===== src/rtl/bx_pkg.sv =====
package bx_pkg;
    typedef enum logic [1:0] {
        MIR_ONE_LO = 2'd0,
        MIR_ONE_HI = 2'd1,
        MIR_VERT   = 2'd2,
        MIR_HORZ   = 2'd3
    } mir_e;

    typedef enum logic [1:0] {
        PM_PAIR_A  = 2'b00,
        PM_PAIR_B  = 2'b01,
        PM_FIX_LO  = 2'b10,
        PM_FIX_HI  = 2'b11
    } prg_mode_e;
endpackage


===== src/rtl/bx_prg_map.sv =====
module bx_prg_map #(
    parameter int REG_W   = 5,
    parameter int WIN_AW  = 14,
    parameter int STRAP_W = 3,
    localparam int INNER_W = REG_W - 1,
    localparam int OUT_AW  = REG_W + WIN_AW
) (
    input  logic [1:0]         mode_i,
    input  logic               outer_i,
    input  logic [REG_W-1:0]   bank_i,
    input  logic               win_hi_i,
    input  logic [WIN_AW-1:0]  offset_i,
    input  logic [STRAP_W-1:0] size_i,
    output logic [OUT_AW-1:0]  addr_o
);
    import bx_pkg::*;

    logic [INNER_W-1:0] inner;
    logic [REG_W:0]     limit;
    logic [REG_W:0]     mask_full;
    logic [REG_W-1:0]   bank_full;

    always_comb begin
        unique case (prg_mode_e'(mode_i))
            PM_FIX_HI: inner = win_hi_i ? {INNER_W{1'b1}} : bank_i[INNER_W-1:0];
            PM_FIX_LO: inner = win_hi_i ? bank_i[INNER_W-1:0] : {INNER_W{1'b0}};
            default:   inner = {bank_i[INNER_W-1:1], win_hi_i};
        endcase
        limit     = (REG_W+1)'(1) << size_i;
        mask_full = limit - (REG_W+1)'(1);
        bank_full = {outer_i, inner} & mask_full[REG_W-1:0];
        addr_o    = {bank_full, offset_i};
    end
endmodule


===== src/rtl/bx_chr_map.sv =====
module bx_chr_map #(
    parameter int REG_W   = 5,
    parameter int WIN_AW  = 12,
    parameter int STRAP_W = 3,
    localparam int OUT_AW = REG_W + WIN_AW
) (
    input  logic               split_i,
    input  logic [REG_W-1:0]   bank_lo_i,
    input  logic [REG_W-1:0]   bank_hi_i,
    input  logic               half_i,
    input  logic [WIN_AW-1:0]  offset_i,
    input  logic               is_ram_i,
    input  logic [STRAP_W-1:0] size_i,
    output logic [OUT_AW-1:0]  addr_o
);
    logic [REG_W-1:0] bank;
    logic [REG_W:0]   limit;
    logic [REG_W:0]   mask_full;

    always_comb begin
        if (split_i) begin
            bank = half_i ? bank_hi_i : bank_lo_i;
        end else begin
            bank = {bank_lo_i[REG_W-1:1], half_i};
        end
        limit     = (REG_W+1)'(1) << size_i;
        mask_full = limit - (REG_W+1)'(1);
        if (is_ram_i && !split_i) begin
            addr_o = OUT_AW'({half_i, offset_i});
        end else begin
            addr_o = {bank & mask_full[REG_W-1:0], offset_i};
        end
    end
endmodule


===== src/rtl/bx_nt_map.sv =====
module bx_nt_map (
    input  logic [1:0] mode_i,
    input  logic       a10_i,
    input  logic       a11_i,
    output logic       page_o
);
    import bx_pkg::*;

    always_comb begin
        unique case (mir_e'(mode_i))
            MIR_ONE_LO: page_o = 1'b0;
            MIR_ONE_HI: page_o = 1'b1;
            MIR_VERT:   page_o = a10_i;
            default:    page_o = a11_i;
        endcase
    end
endmodule


===== src/rtl/bx_wram_gate.sv =====
module bx_wram_gate #(
    parameter int CPU_AW  = 16,
    parameter int PAGE_AW = 13,
    localparam int OUT_AW = PAGE_AW + 1
) (
    input  logic [CPU_AW-1:0] addr_i,
    input  logic              rd_i,
    input  logic              wr_i,
    input  logic              off_bit_i,
    input  logic              force_i,
    input  logic              big_i,
    input  logic              split_i,
    input  logic              sel_split_i,
    input  logic              sel_whole_i,
    output logic [OUT_AW-1:0] addr_o,
    output logic              rd_o,
    output logic              wr_o,
    output logic              open_o
);
    localparam int TAG_W = CPU_AW - PAGE_AW;

    logic hit;
    logic live;
    logic page;

    always_comb begin
        hit    = (addr_i[CPU_AW-1:PAGE_AW] == TAG_W'(3));
        live   = force_i || !off_bit_i;
        page   = big_i && (split_i ? sel_split_i : sel_whole_i);
        addr_o = {page, addr_i[PAGE_AW-1:0]};
        rd_o   = hit && rd_i && live;
        wr_o   = hit && wr_i && live;
        open_o = hit && rd_i && !live;
    end
endmodule


===== src/rtl/bank_xlate.sv =====
module bank_xlate #(
    parameter int REG_W      = 5,
    parameter int CPU_AW     = 16,
    parameter int PPU_AW     = 14,
    parameter int PRG_WIN_AW = 14,
    parameter int CHR_WIN_AW = 12,
    parameter int RAM_PG_AW  = 13,
    parameter int STRAP_W    = 3,
    localparam int PRG_AW    = REG_W + PRG_WIN_AW,
    localparam int CHR_AW    = REG_W + CHR_WIN_AW,
    localparam int RAM_AW    = RAM_PG_AW + 1
) (
    input  logic               clk,
    input  logic               rst_n,
    input  logic [REG_W-1:0]   ctl0_i,
    input  logic [REG_W-1:0]   ctl1_i,
    input  logic [REG_W-1:0]   ctl2_i,
    input  logic [REG_W-1:0]   ctl3_i,
    input  logic [CPU_AW-1:0]  cpu_addr_i,
    input  logic               cpu_rd_i,
    input  logic               cpu_wr_i,
    input  logic [PPU_AW-1:0]  ppu_addr_i,
    input  logic [STRAP_W-1:0] prg_size_i,
    input  logic [STRAP_W-1:0] chr_size_i,
    input  logic               chr_ram_i,
    input  logic               wram_big_i,
    input  logic               wram_force_i,
    output logic [PRG_AW-1:0]  prg_addr_o,
    output logic [CHR_AW-1:0]  chr_addr_o,
    output logic [1:0]         mirror_o,
    output logic               nt_page_o,
    output logic [RAM_AW-1:0]  wram_addr_o,
    output logic               wram_rd_o,
    output logic               wram_wr_o,
    output logic               open_bus_o
);
    import bx_pkg::*;

    typedef struct packed {
        logic [PRG_AW-1:0] prg;
        logic [CHR_AW-1:0] chr;
        mir_e              mir;
        logic              nt;
        logic [RAM_AW-1:0] ram;
        logic              rd;
        logic              wr;
        logic              open;
    } out_t;

    out_t out_d;
    out_t out_q;

    logic [PRG_AW-1:0] prg_w;
    logic [CHR_AW-1:0] chr_w;
    logic              nt_w;
    logic [RAM_AW-1:0] ram_w;
    logic              rd_w;
    logic              wr_w;
    logic              open_w;

    bx_prg_map #(
        .REG_W   (REG_W),
        .WIN_AW  (PRG_WIN_AW),
        .STRAP_W (STRAP_W)
    ) u_prg (
        .mode_i   (ctl0_i[3:2]),
        .outer_i  (ctl1_i[REG_W-1]),
        .bank_i   (ctl3_i),
        .win_hi_i (cpu_addr_i[PRG_WIN_AW]),
        .offset_i (cpu_addr_i[PRG_WIN_AW-1:0]),
        .size_i   (prg_size_i),
        .addr_o   (prg_w)
    );

    bx_chr_map #(
        .REG_W   (REG_W),
        .WIN_AW  (CHR_WIN_AW),
        .STRAP_W (STRAP_W)
    ) u_chr (
        .split_i   (ctl0_i[4]),
        .bank_lo_i (ctl1_i),
        .bank_hi_i (ctl2_i),
        .half_i    (ppu_addr_i[CHR_WIN_AW]),
        .offset_i  (ppu_addr_i[CHR_WIN_AW-1:0]),
        .is_ram_i  (chr_ram_i),
        .size_i    (chr_size_i),
        .addr_o    (chr_w)
    );

    bx_nt_map u_nt (
        .mode_i (ctl0_i[1:0]),
        .a10_i  (ppu_addr_i[10]),
        .a11_i  (ppu_addr_i[11]),
        .page_o (nt_w)
    );

    bx_wram_gate #(
        .CPU_AW  (CPU_AW),
        .PAGE_AW (RAM_PG_AW)
    ) u_ram (
        .addr_i      (cpu_addr_i),
        .rd_i        (cpu_rd_i),
        .wr_i        (cpu_wr_i),
        .off_bit_i   (ctl3_i[REG_W-1]),
        .force_i     (wram_force_i),
        .big_i       (wram_big_i),
        .split_i     (ctl0_i[4]),
        .sel_split_i (ctl1_i[4]),
        .sel_whole_i (ctl1_i[3]),
        .addr_o      (ram_w),
        .rd_o        (rd_w),
        .wr_o        (wr_w),
        .open_o      (open_w)
    );

    always_comb begin
        out_d      = out_q;
        out_d.prg  = prg_w;
        out_d.chr  = chr_w;
        out_d.mir  = mir_e'(ctl0_i[1:0]);
        out_d.nt   = nt_w;
        out_d.ram  = ram_w;
        out_d.rd   = rd_w;
        out_d.wr   = wr_w;
        out_d.open = open_w;
    end

    always_ff @(posedge clk) begin
        if (!rst_n) begin
            out_q <= '0;
        end else begin
            out_q <= out_d;
        end
    end

    assign prg_addr_o  = out_q.prg;
    assign chr_addr_o  = out_q.chr;
    assign mirror_o    = out_q.mir;
    assign nt_page_o   = out_q.nt;
    assign wram_addr_o = out_q.ram;
    assign wram_rd_o   = out_q.rd;
    assign wram_wr_o   = out_q.wr;
    assign open_bus_o  = out_q.open;
endmodule


===== config.mk =====
export PLATFORM = sky130hd
export DESIGN_NAME = bank_xlate
export DESIGN_NICKNAME = d
export VERILOG_FILES = /design/src/rtl/bx_pkg.sv /design/src/rtl/bx_prg_map.sv /design/src/rtl/bx_chr_map.sv /design/src/rtl/bx_nt_map.sv /design/src/rtl/bx_wram_gate.sv /design/src/rtl/bank_xlate.sv
export SDC_FILE = /design/constraint.sdc
export NUM_CORES = 1
export LEC_CHECK = 0
export CORE_AREA = 2 2 75 77
export DETAILED_ROUTE_END_ITERATION = 12
export DIE_AREA = 0 0 77 79
export PLACE_DENSITY = 0.73
export REMOVE_ABC_BUFFERS = 1
export SETUP_SLACK_MARGIN = 0.05
export SLEW_MARGIN = 20
export SYNTH_ARGS = -nofsm -noshare
export SYNTH_HDL_FRONTEND = slang
export SYNTH_SLANG_ARGS = --single-unit

===== constraint.sdc =====
create_clock -name clk -period 0.8 [get_ports clk]
set_input_delay 0.2 -clock clk [delete_from_list [all_inputs] [get_ports clk]]
set_output_delay 0.2 -clock clk [all_outputs]
set_load 0.03 [all_outputs]

==> results.txt <==
Port Buffer Count: 117
Worst-Margin Slew: 0.2332 ns
clk buf depth: 2
setup violators final: 56
CP max-delay cell: dfxtp_2
io pins: 119
final setup margin: -0.1805 ns
Yosys reg bits: 43
end point of the critical path: prg_addr_o[1]
Critical Path RT: 0.60 ns
Mapped Area: 1478 um^2
largest net degree at the start of global routing: 14
Power per Cell Area: 1811 nW/um^2
vias: 1,401
Final GP Congestion: 0.7265
Initial Util: 27.68%
layout cells sized above 1: 52.08%
DR pass1 iterations: 4
clk slew on worst S/H paths: 0.08 ns
Distinct cells, synth: 26
cts bufs inserted: 5
Primary FF master, synth: dfxtp_1
WL final: 4234 um
max_cap viols: 0
Crit path depth: 1
CP max stage delay: 0.36 ns
Core Area: 5338 um^2
H-tree levels: 2
clock sinks: 43
CP Buf/Inv Count: 1
ANT nets after route: 0
Seq/Total Area, Yosys: 58.26%
crit path max fanout: 2
die width: 77 um
Worst Setup SP: prg_addr_o[1]
per-cell routed wire length: 12.56 um
syn_area_per_cell: 10.12 um^2
Max VDD drop: 0.001003 V
post-CTS setup buffer count: 0
Syn. warnings: 0
nets@finish: 327
ys async rst share: 0%
Final Max Tran Viols: 0
P_leak: 0.001339 uW
initial antenna violation count: 0
crit path cell chain: buf_6
delay-heaviest family, CP: flip-flops
Area Growth Syn to Fin: 103.2%
Rel. slew slack: 84.32%
f_max: 1020 MHz
Post-Syn Instances: 146
diodes inserted: 0
failing checks: setup timing
CP Capture Type: output pin
setup TNS: -8.331 ns
drt drc: 0
Via density: 4.157
top-area cell type share of the netlist area: 58.26%
# rows: 27
first-pass GRT wire length: 6782 um
Finished Core Util: 56.26%
most common cell in the netlist: dfxtp_1
type of origin of the critical path: flip-flop
critical path class: reg -> out
setup repair after global routing missed its margin: true
GRT Residual Overflow: 0
fin crit share: 122.6%
Arrival @ worst endpoint: 0.78 ns
Synth area leader: dfxtp_1
Tmin final: 0.9805 ns
final hold vios: 0
DIE HEIGHT: 79 um
EDFF count, synth: 0
drt first-iter violations: 34
outcome: finished, violations left
clock tree from TritonCTS: done
synth cell count leaders: dfxtp_1 (43), and2_1 (28), buf_4 (13)
die area: 6083 um^2
clock root cell: clkbuf_8
GRT Total Usage: 14.32%
Worst Hold Class: in -> reg
vias in the first global route: 1,485
largest cells by area after synthesis: dfxtp_1 (58%), and2_1 (12%), buf_4 (6.6%)
post-DP HPWL: 3125 um
==> power by group <==
| group | total, uW | switching (uW) | internal [uW] |
|---|---|---|---|
| logic | 1170 | 528 | 641 |
| clock network | 1930 | 679 | 1250 |
| registers | 2340 | 70.1 | 2270 |
==> state kept, by name (all words and copies together), names as in the netlist <==
| signal | cells |
|---|---|
| chr_addr_o | 17 |
| prg_addr_o | 19 |
| wram_addr_o | 1 |
| open_bus_o | 1 |
| wram_wr_o | 1 |
| wram_rd_o | 1 |
| mirror_o | 2 |
| nt_page_o | 1 |
==> cell usage in the layout, fill, tap and decap left out, types with 5 or more instances in the layout <==
| cell | Yosys | final |
|---|---|---|
| and2_1 | 28 | 27 |
| clkdlybuf4s50_1 | 0 | 43 |
| a21oi_1 | 7 | 7 |
| dlygate4sd2_1 | 0 | 7 |
| clkbuf_8 | 0 | 5 |
| buf_4 | 13 | 9 |
| nand2_1 | 11 | 7 |
| dfxtp_2 | 0 | 43 |
| clkbuf_2 | 0 | 5 |
| buf_6 | 0 | 56 |
| nor2_1 | 8 | 7 |
==> routing by layer <==
layer	share of wire, %	up-vias	track usage (%)
met1	35	614	14.41
met4	1.6	0	4.821
met3	11	8	7.045
met5	0	-	0
met2	53	83	25.88
li1	-	696	-
==> cell type report <==
type / count / area (um^2)
multi-input combinational: 84 / 543.0
tap: 72 / 90.09
timing repair buffer: 128 / 1315
inverter: 2 / 7.507
sequential: 43 / 914.6
fill: 503 / 2335
clock buffer: 6 / 72.57
clock inverter: 2 / 60.06
==> what timing repair did <==
item                       4_1_cts  5_1_grt
hold buffers                     0        0
setup endpoints to repair       99       66
pin swaps                       10        6
resized for setup              125       25
==> stage by stage <==
step / power, uW / area (um^2) / hold WS (ns) / std cells / setup WS [ns]
floorplan: 2770 / 1361 / 0.3138 / 129 / -0.05137
global placement: 3415 / 2590 / 0.6286 / 329 / -0.5979
detailed placement: 3427 / 2590 / 0.6302 / 329 / -0.6455
CTS: 5487 / 2982 / 0.3011 / 337 / -0.1870
global route: 5727 / 3003 / 0.2009 / 337 / -0.2241
finish: 5438 / 3003 / 0.1922 / 337 / -0.1805
==> worst min path at each step <==
stage,endpoint,start,slack [ns],depth (start not counted)
after floorplan,wram_wr_o,cpu_wr_i,0.31,2
after global placement,chr_addr_o[0],chr_addr_o[0],0.63,1
after detailed placement,prg_addr_o[15],prg_addr_o[15],0.63,1
after CTS,chr_addr_o[15],ppu_addr_i[12],0.30,3
after global routing,wram_addr_o[13],rst_n,0.20,3
final,wram_wr_o,cpu_addr_i[15],0.19,4
==> logic make-up after synthesis <==
family | after synthesis | synth area share (%)
buffers and inverters | 19 | 8.382
AO/OA/AOI/OAI | 17 | 7.028
AND/OR/NAND/NOR | 64 | 24.30
flip-flops | 43 | 58.26
multiplexers | 3 | 2.032
Note: power is estimated with default switching activity, not from simulation.
